--- src/rtl/dbg_exc_pkg.sv ---
package dbg_exc_pkg;

  typedef enum logic [1:0] {
    CAUSE_NONE = 2'b00,
    CAUSE_STEP = 2'b01,
    CAUSE_BRK  = 2'b10,
    CAUSE_EXT  = 2'b11
  } entryCause_e;

  typedef enum logic [1:0] {
    STEP_IDLE,
    STEP_RUN,
    STEP_SLOT,
    STEP_ARM
  } stepState_e;

  // strobes from control to datapath
  typedef struct packed {
    logic        enter;
    logic        nest;
    logic        nestBrk;
    logic        ret;
    entryCause_e cause;
  } ctrlStb_t;

endpackage

--- src/rtl/dbg_exc_ctrl.sv ---
module dbg_exc_ctrl
  import dbg_exc_pkg::*;
(
  input  logic     clk,
  input  logic     rstN,
  input  logic     instValid,
  input  logic     isBranch,
  input  logic     excReq,
  input  logic     intReq,
  input  logic     watchHit,
  input  logic     brkInst,
  input  logic     extReq,
  input  logic     dbgRet,
  input  logic     stepEn,
  output ctrlStb_t stb,
  output logic     dbgMode
);

  logic       modeQ, modeD;
  stepState_e stepQ, stepD;
  logic       stepTrap;

  // a normal-mode trap of any kind on the stepped instruction
  assign stepTrap = excReq | intReq | watchHit;

  always_comb begin
    stb   = '0;
    modeD = modeQ;
    stepD = stepQ;
    if (instValid) begin
      if (modeQ) begin
        // debug mode: only exceptions and breakpoints nest, return exits
        if (excReq || brkInst) begin
          stb.nest    = 1'b1;
          stb.nestBrk = ~excReq;
        end else if (dbgRet) begin
          stb.ret = 1'b1;
          modeD   = 1'b0;
          stepD   = stepEn ? STEP_RUN : STEP_IDLE;
        end
      end else begin
        if (stepQ == STEP_ARM) begin
          stb.enter = 1'b1;
          stb.cause = CAUSE_STEP;
        end else if (brkInst) begin
          stb.enter = 1'b1;
          stb.cause = CAUSE_BRK;
        end else if (extReq) begin
          stb.enter = 1'b1;
          stb.cause = CAUSE_EXT;
        end
        if (stb.enter) begin
          modeD = 1'b1;
          stepD = STEP_IDLE;
        end else begin
          case (stepQ)
            STEP_RUN:  stepD = stepTrap ? STEP_ARM : (isBranch ? STEP_SLOT : STEP_ARM);
            STEP_SLOT: stepD = STEP_ARM;
            default:   stepD = stepQ;
          endcase
        end
      end
    end
  end

  always_ff @(posedge clk or negedge rstN) begin
    if (!rstN) begin
      modeQ <= 1'b0;
      stepQ <= STEP_IDLE;
    end else begin
      modeQ <= modeD;
      stepQ <= stepD;
    end
  end

  assign dbgMode = modeQ;

endmodule

--- src/rtl/dbg_exc_dpath.sv ---
module dbg_exc_dpath
  import dbg_exc_pkg::*;
#(
  parameter int             AW        = 32,
  parameter int             CW        = 5,
  parameter logic [AW-1:0]  VEC_PROBE = 32'hFF20_0200,
  parameter logic [AW-1:0]  VEC_ROM   = 32'hBFC0_0480,
  parameter int             BRK_CODE  = 9
) (
  input  logic          clk,
  input  logic          rstN,
  input  ctrlStb_t      stb,
  input  logic [AW-1:0] curPc,
  input  logic [CW-1:0] excCause,
  input  logic          probePresent,
  output logic          redirect,
  output logic [AW-1:0] redirectPc,
  output logic [AW-1:0] restartPc,
  output logic [1:0]    entryCause,
  output logic [CW-1:0] nestCause
);

  localparam logic [CW-1:0] BRK_VAL = CW'(BRK_CODE);

  logic [AW-1:0] vecSel;
  logic          toVector;

  assign vecSel   = probePresent ? VEC_PROBE : VEC_ROM;
  assign toVector = stb.enter | stb.nest;

  always_ff @(posedge clk or negedge rstN) begin
    if (!rstN) begin
      redirect   <= 1'b0;
      redirectPc <= '0;
      restartPc  <= '0;
      entryCause <= '0;
      nestCause  <= '0;
    end else begin
      redirect <= toVector | stb.ret;
      if (toVector) begin
        redirectPc <= vecSel;
        restartPc  <= curPc;
      end else if (stb.ret) begin
        redirectPc <= restartPc;
      end
      if (stb.enter) entryCause <= stb.cause;
      if (stb.nest)  nestCause  <= stb.nestBrk ? BRK_VAL : excCause;
    end
  end

endmodule

--- src/rtl/dbg_exc_seq.sv ---
module dbg_exc_seq
  import dbg_exc_pkg::*;
#(
  parameter int             AW        = 32,
  parameter int             CW        = 5,
  parameter logic [AW-1:0]  VEC_PROBE = 32'hFF20_0200,
  parameter logic [AW-1:0]  VEC_ROM   = 32'hBFC0_0480,
  parameter int             BRK_CODE  = 9
) (
  input  logic          clk,
  input  logic          rstN,
  input  logic          instValid,
  input  logic [AW-1:0] curPc,
  input  logic          isBranch,
  input  logic          excReq,
  input  logic [CW-1:0] excCause,
  input  logic          intReq,
  input  logic          watchHit,
  input  logic          brkInst,
  input  logic          extReq,
  input  logic          dbgRet,
  input  logic          stepEn,
  input  logic          probePresent,
  output logic          redirect,
  output logic [AW-1:0] redirectPc,
  output logic          dbgMode,
  output logic [AW-1:0] restartPc,
  output logic [1:0]    entryCause,
  output logic [CW-1:0] nestCause
);

  ctrlStb_t stb;

  dbg_exc_ctrl u_ctrl (
    .clk       (clk),
    .rstN      (rstN),
    .instValid (instValid),
    .isBranch  (isBranch),
    .excReq    (excReq),
    .intReq    (intReq),
    .watchHit  (watchHit),
    .brkInst   (brkInst),
    .extReq    (extReq),
    .dbgRet    (dbgRet),
    .stepEn    (stepEn),
    .stb       (stb),
    .dbgMode   (dbgMode)
  );

  dbg_exc_dpath #(
    .AW        (AW),
    .CW        (CW),
    .VEC_PROBE (VEC_PROBE),
    .VEC_ROM   (VEC_ROM),
    .BRK_CODE  (BRK_CODE)
  ) u_dpath (
    .clk          (clk),
    .rstN         (rstN),
    .stb          (stb),
    .curPc        (curPc),
    .excCause     (excCause),
    .probePresent (probePresent),
    .redirect     (redirect),
    .redirectPc   (redirectPc),
    .restartPc    (restartPc),
    .entryCause   (entryCause),
    .nestCause    (nestCause)
  );

endmodule

--- config.mk ---
export PLATFORM = sky130hd
export DESIGN_NAME = dbg_exc_seq
export DESIGN_NICKNAME = d
export VERILOG_FILES = /design/src/rtl/dbg_exc_pkg.sv /design/src/rtl/dbg_exc_ctrl.sv /design/src/rtl/dbg_exc_dpath.sv /design/src/rtl/dbg_exc_seq.sv
export SDC_FILE = /design/constraint.sdc
export NUM_CORES = 1
export LEC_CHECK = 0
export BUFFER_PORTS_ARGS = -buffer_cell sky130_fd_sc_hd__clkbuf_2
export CAP_MARGIN = 40
export CELL_PAD_IN_SITES_DETAIL_PLACEMENT = 0
export CELL_PAD_IN_SITES_GLOBAL_PLACEMENT = 1
export CORE_MARGIN = 1
export CORE_UTILIZATION = 40
export CTS_CLUSTER_SIZE = 20
export DETAILED_ROUTE_END_ITERATION = 16
export HOLD_SLACK_MARGIN = 0.05
export PLACE_DENSITY_LB_ADDON = 0.1
export SKIP_LAST_GASP = 1
export SLEW_MARGIN = 20
export SYNTH_ARGS = -nofsm -noshare
export SYNTH_HDL_FRONTEND = slang
export SYNTH_SLANG_ARGS = --single-unit
--- constraint.sdc ---
create_clock -name clk -period 5.55 [get_ports clk]
set_clock_uncertainty 0.1 [all_clocks]
set_input_delay 1.11 -clock clk [delete_from_list [all_inputs] [get_ports clk]]
set_output_delay 1.11 -clock clk [all_outputs]
set_load 0.05 [all_outputs]
# After elaboration in Yosys (flattened, before gate mapping)
# Index checks and enable logic that the tools add are counted.
dict set report word_totals {
  ff_bits 75
  latchBits 0
  n_memories 0
  elab_cells 52
  mem_bits_rw 0
  rom_bits 0
  inputBits 49
}
dict set report classes {
  n_div 0
  n_eq_ne 5
  magnitude_cmp 0
  n_reduce_logical 4
  add_sub_neg 0
  multipliers 0
  n_bitwise 5
  n_shift 0
  muxes 31
}
# op n
set ops {}
lappend ops {{2-to-1 mux 32 bit} 2}
lappend ops {{2-to-1 mux 31 bit} 1}
lappend ops {{2-to-1 mux 2 bit} 10}
lappend ops {{2-to-1 mux 1 bit} 14}
lappend ops {{2-to-1 mux 6 bit} 1}
lappend ops {{2-to-1 mux 5 bit} 1}
lappend ops {{== test 2 bit, second input constant} 2}
lappend ops {{inequality test 2 bit, second input constant} 2}
lappend ops {{OR 1 bit} 4}
lappend ops {{case mux 2 bit (2 select lines)} 1}
lappend ops {{AND reduction 4 bit} 1}
lappend ops {{nonzero test 4 bit} 1}
lappend ops {{2-to-1 mux 3 bit} 1}
lappend ops {{== test 2 x 1 -> 1 bit, second input constant} 1}
lappend ops {{nonzero test 2 bit} 1}
lappend ops {{logical OR 1 bit} 1}
lappend ops {{NOT 1 bit} 1}

# Logic depth before layout (Yosys ltp)
dict set report depth {
  depth_word 9
  ltp_mapped 6
  ltp_nobuf 3
}

# Cells and area by module
# A second synthesis with hierarchy kept.
dict set report unflattened {
  cells_unflattened 226
  area_unflattened_um2 3210.6
}
# module instances area_per_inst_um2 cells_per_inst
set by_module_without_submodules {}
lappend by_module_without_submodules {dbg_exc_dpath 1 2972.9 197}
lappend by_module_without_submodules {dbg_exc_ctrl 1 237.7 29}

# Worst setup path after synthesis
# Ideal clock, no wire load.
dict set report synth_timing {
  kind {input port to flip-flop}
  from {input port brkInst}
  to {register u_dpath.redirectPc[30]}
  stages 5
  setup_time_ps 126
  arrival_time_ps 2292
  setup_slack_ps 3032
  required_ps 5324
  n_path_buf 2
  path_cell_list {buf_6 a2111oi_4 nor3_4 buf_6 a221o_1}
}
dict set report synth_between {
  elab_chain_len 8
  word_cells_on_any_way 13
}
# element line_no
set synth_lines {}
lappend synth_lines {{from (decl)} dbg_exc_seq.sv:19} ;# input logic brkInst,
lappend synth_lines {{2-to-1 mux 1 bit} dbg_exc_ctrl.sv:45} ;# end else if (brkInst) begin
lappend synth_lines {{2-to-1 mux 1 bit} dbg_exc_ctrl.sv:42} ;# if (stepQ == STEP_ARM) begin
lappend synth_lines {{2-to-1 mux 1 bit} dbg_exc_ctrl.sv:31} ;# if (modeQ) begin
lappend synth_lines {{2-to-1 mux 1 bit} dbg_exc_ctrl.sv:30} ;# if (instValid) begin
lappend synth_lines {{2-to-1 mux 1 bit} dbg_exc_ctrl.sv:31}
lappend synth_lines {{2-to-1 mux 6 bit (*)} dbg_exc_ctrl.sv:30}
lappend synth_lines {{OR 1 bit} dbg_exc_dpath.sv:29} ;# assign toVector = stb.enter | stb.nest;
lappend synth_lines {{2-to-1 mux 32 bit / nonzero test 2 bit (equally long branches)} -}
lappend synth_lines {{to (signal assigned)} dbg_exc_dpath.sv:41} ;# redirectPc <= vecSel;
lappend synth_lines {{to (signal assigned)} dbg_exc_dpath.sv:44} ;# redirectPc <= restartPc;
lappend synth_lines {{to (decl)} dbg_exc_dpath.sv:17} ;# output logic [AW-1:0] redirectPc,
# Mark *: on every way between the ends. The rest lies on a longest branch, timed or not. The select of a mux whose other input is x is not followed.
# A chain may end at the register's enable or synchronous reset.

# Worst setup path after layout
dict set report layout_timing {
  from {input port brkInst}
  to {register u_dpath.restartPc[6]}
}
dict set report layout_between {
  elab_chain_len 7
  word_cells_on_any_way 10
}
# element line_no
set layout_lines {}
lappend layout_lines {{2-to-1 mux 1 bit} dbg_exc_ctrl.sv:45}
lappend layout_lines {{2-to-1 mux 1 bit} dbg_exc_ctrl.sv:42}
lappend layout_lines {{2-to-1 mux 1 bit} dbg_exc_ctrl.sv:31}
lappend layout_lines {{2-to-1 mux 1 bit} dbg_exc_ctrl.sv:30}
lappend layout_lines {{2-to-1 mux 1 bit} dbg_exc_ctrl.sv:31}
lappend layout_lines {{2-to-1 mux 6 bit (*)} dbg_exc_ctrl.sv:30}
lappend layout_lines {{OR 1 bit (*)} dbg_exc_dpath.sv:29}
lappend layout_lines {{to (signal assigned)} dbg_exc_dpath.sv:42} ;# restartPc <= curPc;
lappend layout_lines {{to (decl)} dbg_exc_dpath.sv:18} ;# output logic [AW-1:0] restartPc,
# Marked as above.

==> summary.txt <==
Status
  • Status: completed

Route
  • Vias per cell: 5.19
  • First-iteration detailed-routing DRC count: 84
  • Post-route ant nets: 0
  • Post-Route WL: roughly 7300 um
  • TritonRoute pass-1 iters: 4
  • Drc violations: 0
  • Drt wl/cell: 15.3 um
  • Via Count: about 2,500

Job
  • Max_cap viols: 0

Finish
  • Fill cell count: 716
  • Number of inserted diodes: 0
  • Commonest non-fill, non-tap cells in the layout: 121 x clkbuf_2, 75 x dfrtp_1, 33 x nand3_1, 32 x mux2_2, 28 x o21ai_0
  • Layout Nets: between 400 and 500
  • Final instance area: 4030 um^2
  • Share of layout cells above drive strength 1: 47.4%
  • Syn-to-layout area delta: 28.0%
  • Filler-free cell count of the finished design: 477
  • Commonest non-fill, non-tap cell in the layout: clkbuf_2

Floorplanning
  • Initial Utilization: 42.5%
  • Core area: 7410 um^2
  • Row cnt: 31
  • # IOs: between 100 and 150
  • Die Width: 90.7 um
  • Die area: 8230 um^2
  • Die height: 90.7 um

Placement
  • Area post-placement: 3810 um^2
  • Placement Setup Slack: 2.36 ns
  • Post-DP HPWL: 4900 um
  • PortBufs: 121
  • Placed cells: 461
  • Final Wtd Congestion: 0.799

Clock tree
  • H-tree depth: 3
  • Hold buffer count at cts: 0
  • CTS buffer count: 9
  • CTS tree: done
  • CTS max path bufs: 2
  • Clk slew on worst S/H paths: 0.07 ns
  • Post-CTS Setup Bufs: 0
  • Root Driver: clkbuf_8
  • Total clock sinks: 75
  • Post-CTS resize count: 0
  • Clk_lat worst skew: 0.33 ns

STA
  • Tmin final: 2.79 ns
  • Final setup violation count: 0
  • Max-slew violations: 0
  • RSZ-0062 raised after global routing: false
  • Worst-margin pin slew: 0.616 ns
  • Setup TNS: 0 ns
  • Fmax: around 360 MHz
  • Final WS setup: 2.76 ns
  • Slew Limit Headroom: ~59%
  • Final hold vios: 0
  • WHS: roughly 0.4 ns
  • Fin crit share: 50.2%

Worst setup path
  • Critical path type: input port to flip-flop
  • Critical path launch point type: input port
  • Worst EP arrival: 2.90 ns
  • Worst-path fanout max: about 40
  • Reg-to-reg startpoint: u_ctrl.dbgMode
  • Setup crit end kind: flip-flop
  • Worst setup path end: u_dpath.restartPc[6]
  • R2R depth: 4
  • FF-to-FF End: u_dpath.restartPc[6]
  • Crit path from: brkInst
  • WP data required: approximately 5.7 ns
  • R2r setup slk: 3.18 ns

Synthesis
  • Post-synthesis net count: 307
  • Post-synthesis sequential element count: 75
  • Cell taking the most area after synthesis: dfrtp_1
  • Mapped Cells: about 260
  • Ys Warns: 0
  • Post-Syn Area per Cell: roughly 12 um^2
  • Mapped Area: 3150 um^2
  • Ranking of synthesized cells by area: dfrtp_1 60%, mux2_2 11%, nand3_1 5.2%
  • Area fraction of the dominant cell type after synthesis: around three fifths
  • Register area share after synthesis: 59.6%
  • Unique masters post-synth: 35

Global routing
  • Global route total overflow: 0
  • Vias in the first global route: 2,329
  • GRT Util Overall: 18.1%
  • First-pass GRT wire length: 11,900 um
  • Initial antenna violation count: 0
  • Largest net degree at the start of global routing: 42

Pwr
  • PwrDens: 395 nW/um^2
  • Lkg Pwr: roughly 1.9 nW
  • Worst vdd ir: 0.182 mV

Worst hold path
  • HP Class: flip-flop to flip-flop
[synth_stat cells]
library cell and instances:
a2111oi_4 1, a211oi_1 2, a21oi_1 20, a221o_1 6
a22o_1 2, a31oi_1 1, a32o_1 3, a32oi_1 1
and2_1 1, and3_1 2, buf_1 2, buf_2 5
buf_6 6, clkbuf_1 9, dfrtp_1 75, inv_1 5
mux2_2 32, nand2_1 4, nand3_1 33, nor2_1 4
nor2b_1 1, nor3_4 1, nor3b_1 1, nor3b_2 1
nor4_1 2, nor4b_1 1, o21ai_0 28, o221ai_1 1
o22a_1 2, o22ai_1 1, o2bb2ai_1 1, o32a_1 1
or3_1 1, or3b_2 1, or4_1 1
[flip-flops by register name, indices dropped and copies added (netlist names)]
| name | cells |
|---|---|
| u_dpath.restartPc | 32 |
| u_ctrl.stepQ | 2 |
| u_dpath.redirectPc | 32 |
| u_dpath.redirect | 1 |
| u_dpath.entryCause | 2 |
| u_ctrl.dbgMode | 1 |
| u_dpath.nestCause | 5 |
[worst min-delay path by stage]
stage	startpoint	end	slack, ns	depth (start not counted)
floorplan	u_ctrl.stepQ[1]	u_dpath.entryCause[1]	0.47	1
global placement	u_dpath.nestCause[3]	u_dpath.nestCause[3]	0.37	1
detailed placement	u_dpath.nestCause[0]	u_dpath.nestCause[0]	0.38	1
CTS	u_dpath.nestCause[0]	u_dpath.nestCause[0]	0.40	1
global route	u_dpath.nestCause[1]	u_dpath.nestCause[1]	0.42	1
finish	u_dpath.nestCause[0]	u_dpath.nestCause[0]	0.39	1
[stage by stage]
stage / util, % / power (mW)
2_1_floorplan: - / 1.02
3_3_place_gp: 50.9 / 1.14
3_5_place_dp: 51.4 / 1.15
4_1_cts: 54.3 / 1.61
5_1_grt: 54.4 / 1.66
6_report: 54.4 / 1.59
[area by class of cell]
class / count / area (um^2) / area share [%]
flip-flops and latches: 75 / 1880 / 46.6
multi-input cells: 156 / 1120 / 27.9
repair buffers: 127 / 671 / 16.7
clock buffers: 10 / 138 / 3.42
well taps: 99 / 124 / 3.08
clock inverters: 5 / 77.6 / 1.93
inverters: 5 / 18.8 / 0.466
[critical path: stages]
cell and delay (ns):
clkbuf_2 0.23, a2111oi_4 0.12, nor3_4 0.52, buf_4 0.51, mux2_2 0.38
[report_power, final]
| part | internal (mW) | total (mW) | switching, mW |
|---|---|---|---|
| logic | 0.123 | 0.467 | 0.344 |
| registers | 0.615 | 0.670 | 0.0545 |
| clock network | 0.262 | 0.454 | 0.192 |
[layer usage]
metal,part of all wire (%),up-vias,global-route usage (%)
met1,47,1199,25.6
li1,-,1186,-
met2,46,82,27.5
met5,0,-,0
met3,6.3,7,4.38
met4,1.2,0,5.91
[kinds of logic after synthesis]
logic type	after synthesis	share of synthesized area [%]
AOI/OAI and AO/OA	70	14.5
and+or+nand+nor	54	9.54
buffers and inverters	27	4.85
muxes	32	11.5
DFF	75	59.6
Note: power is estimated with default switching activity, not from simulation.
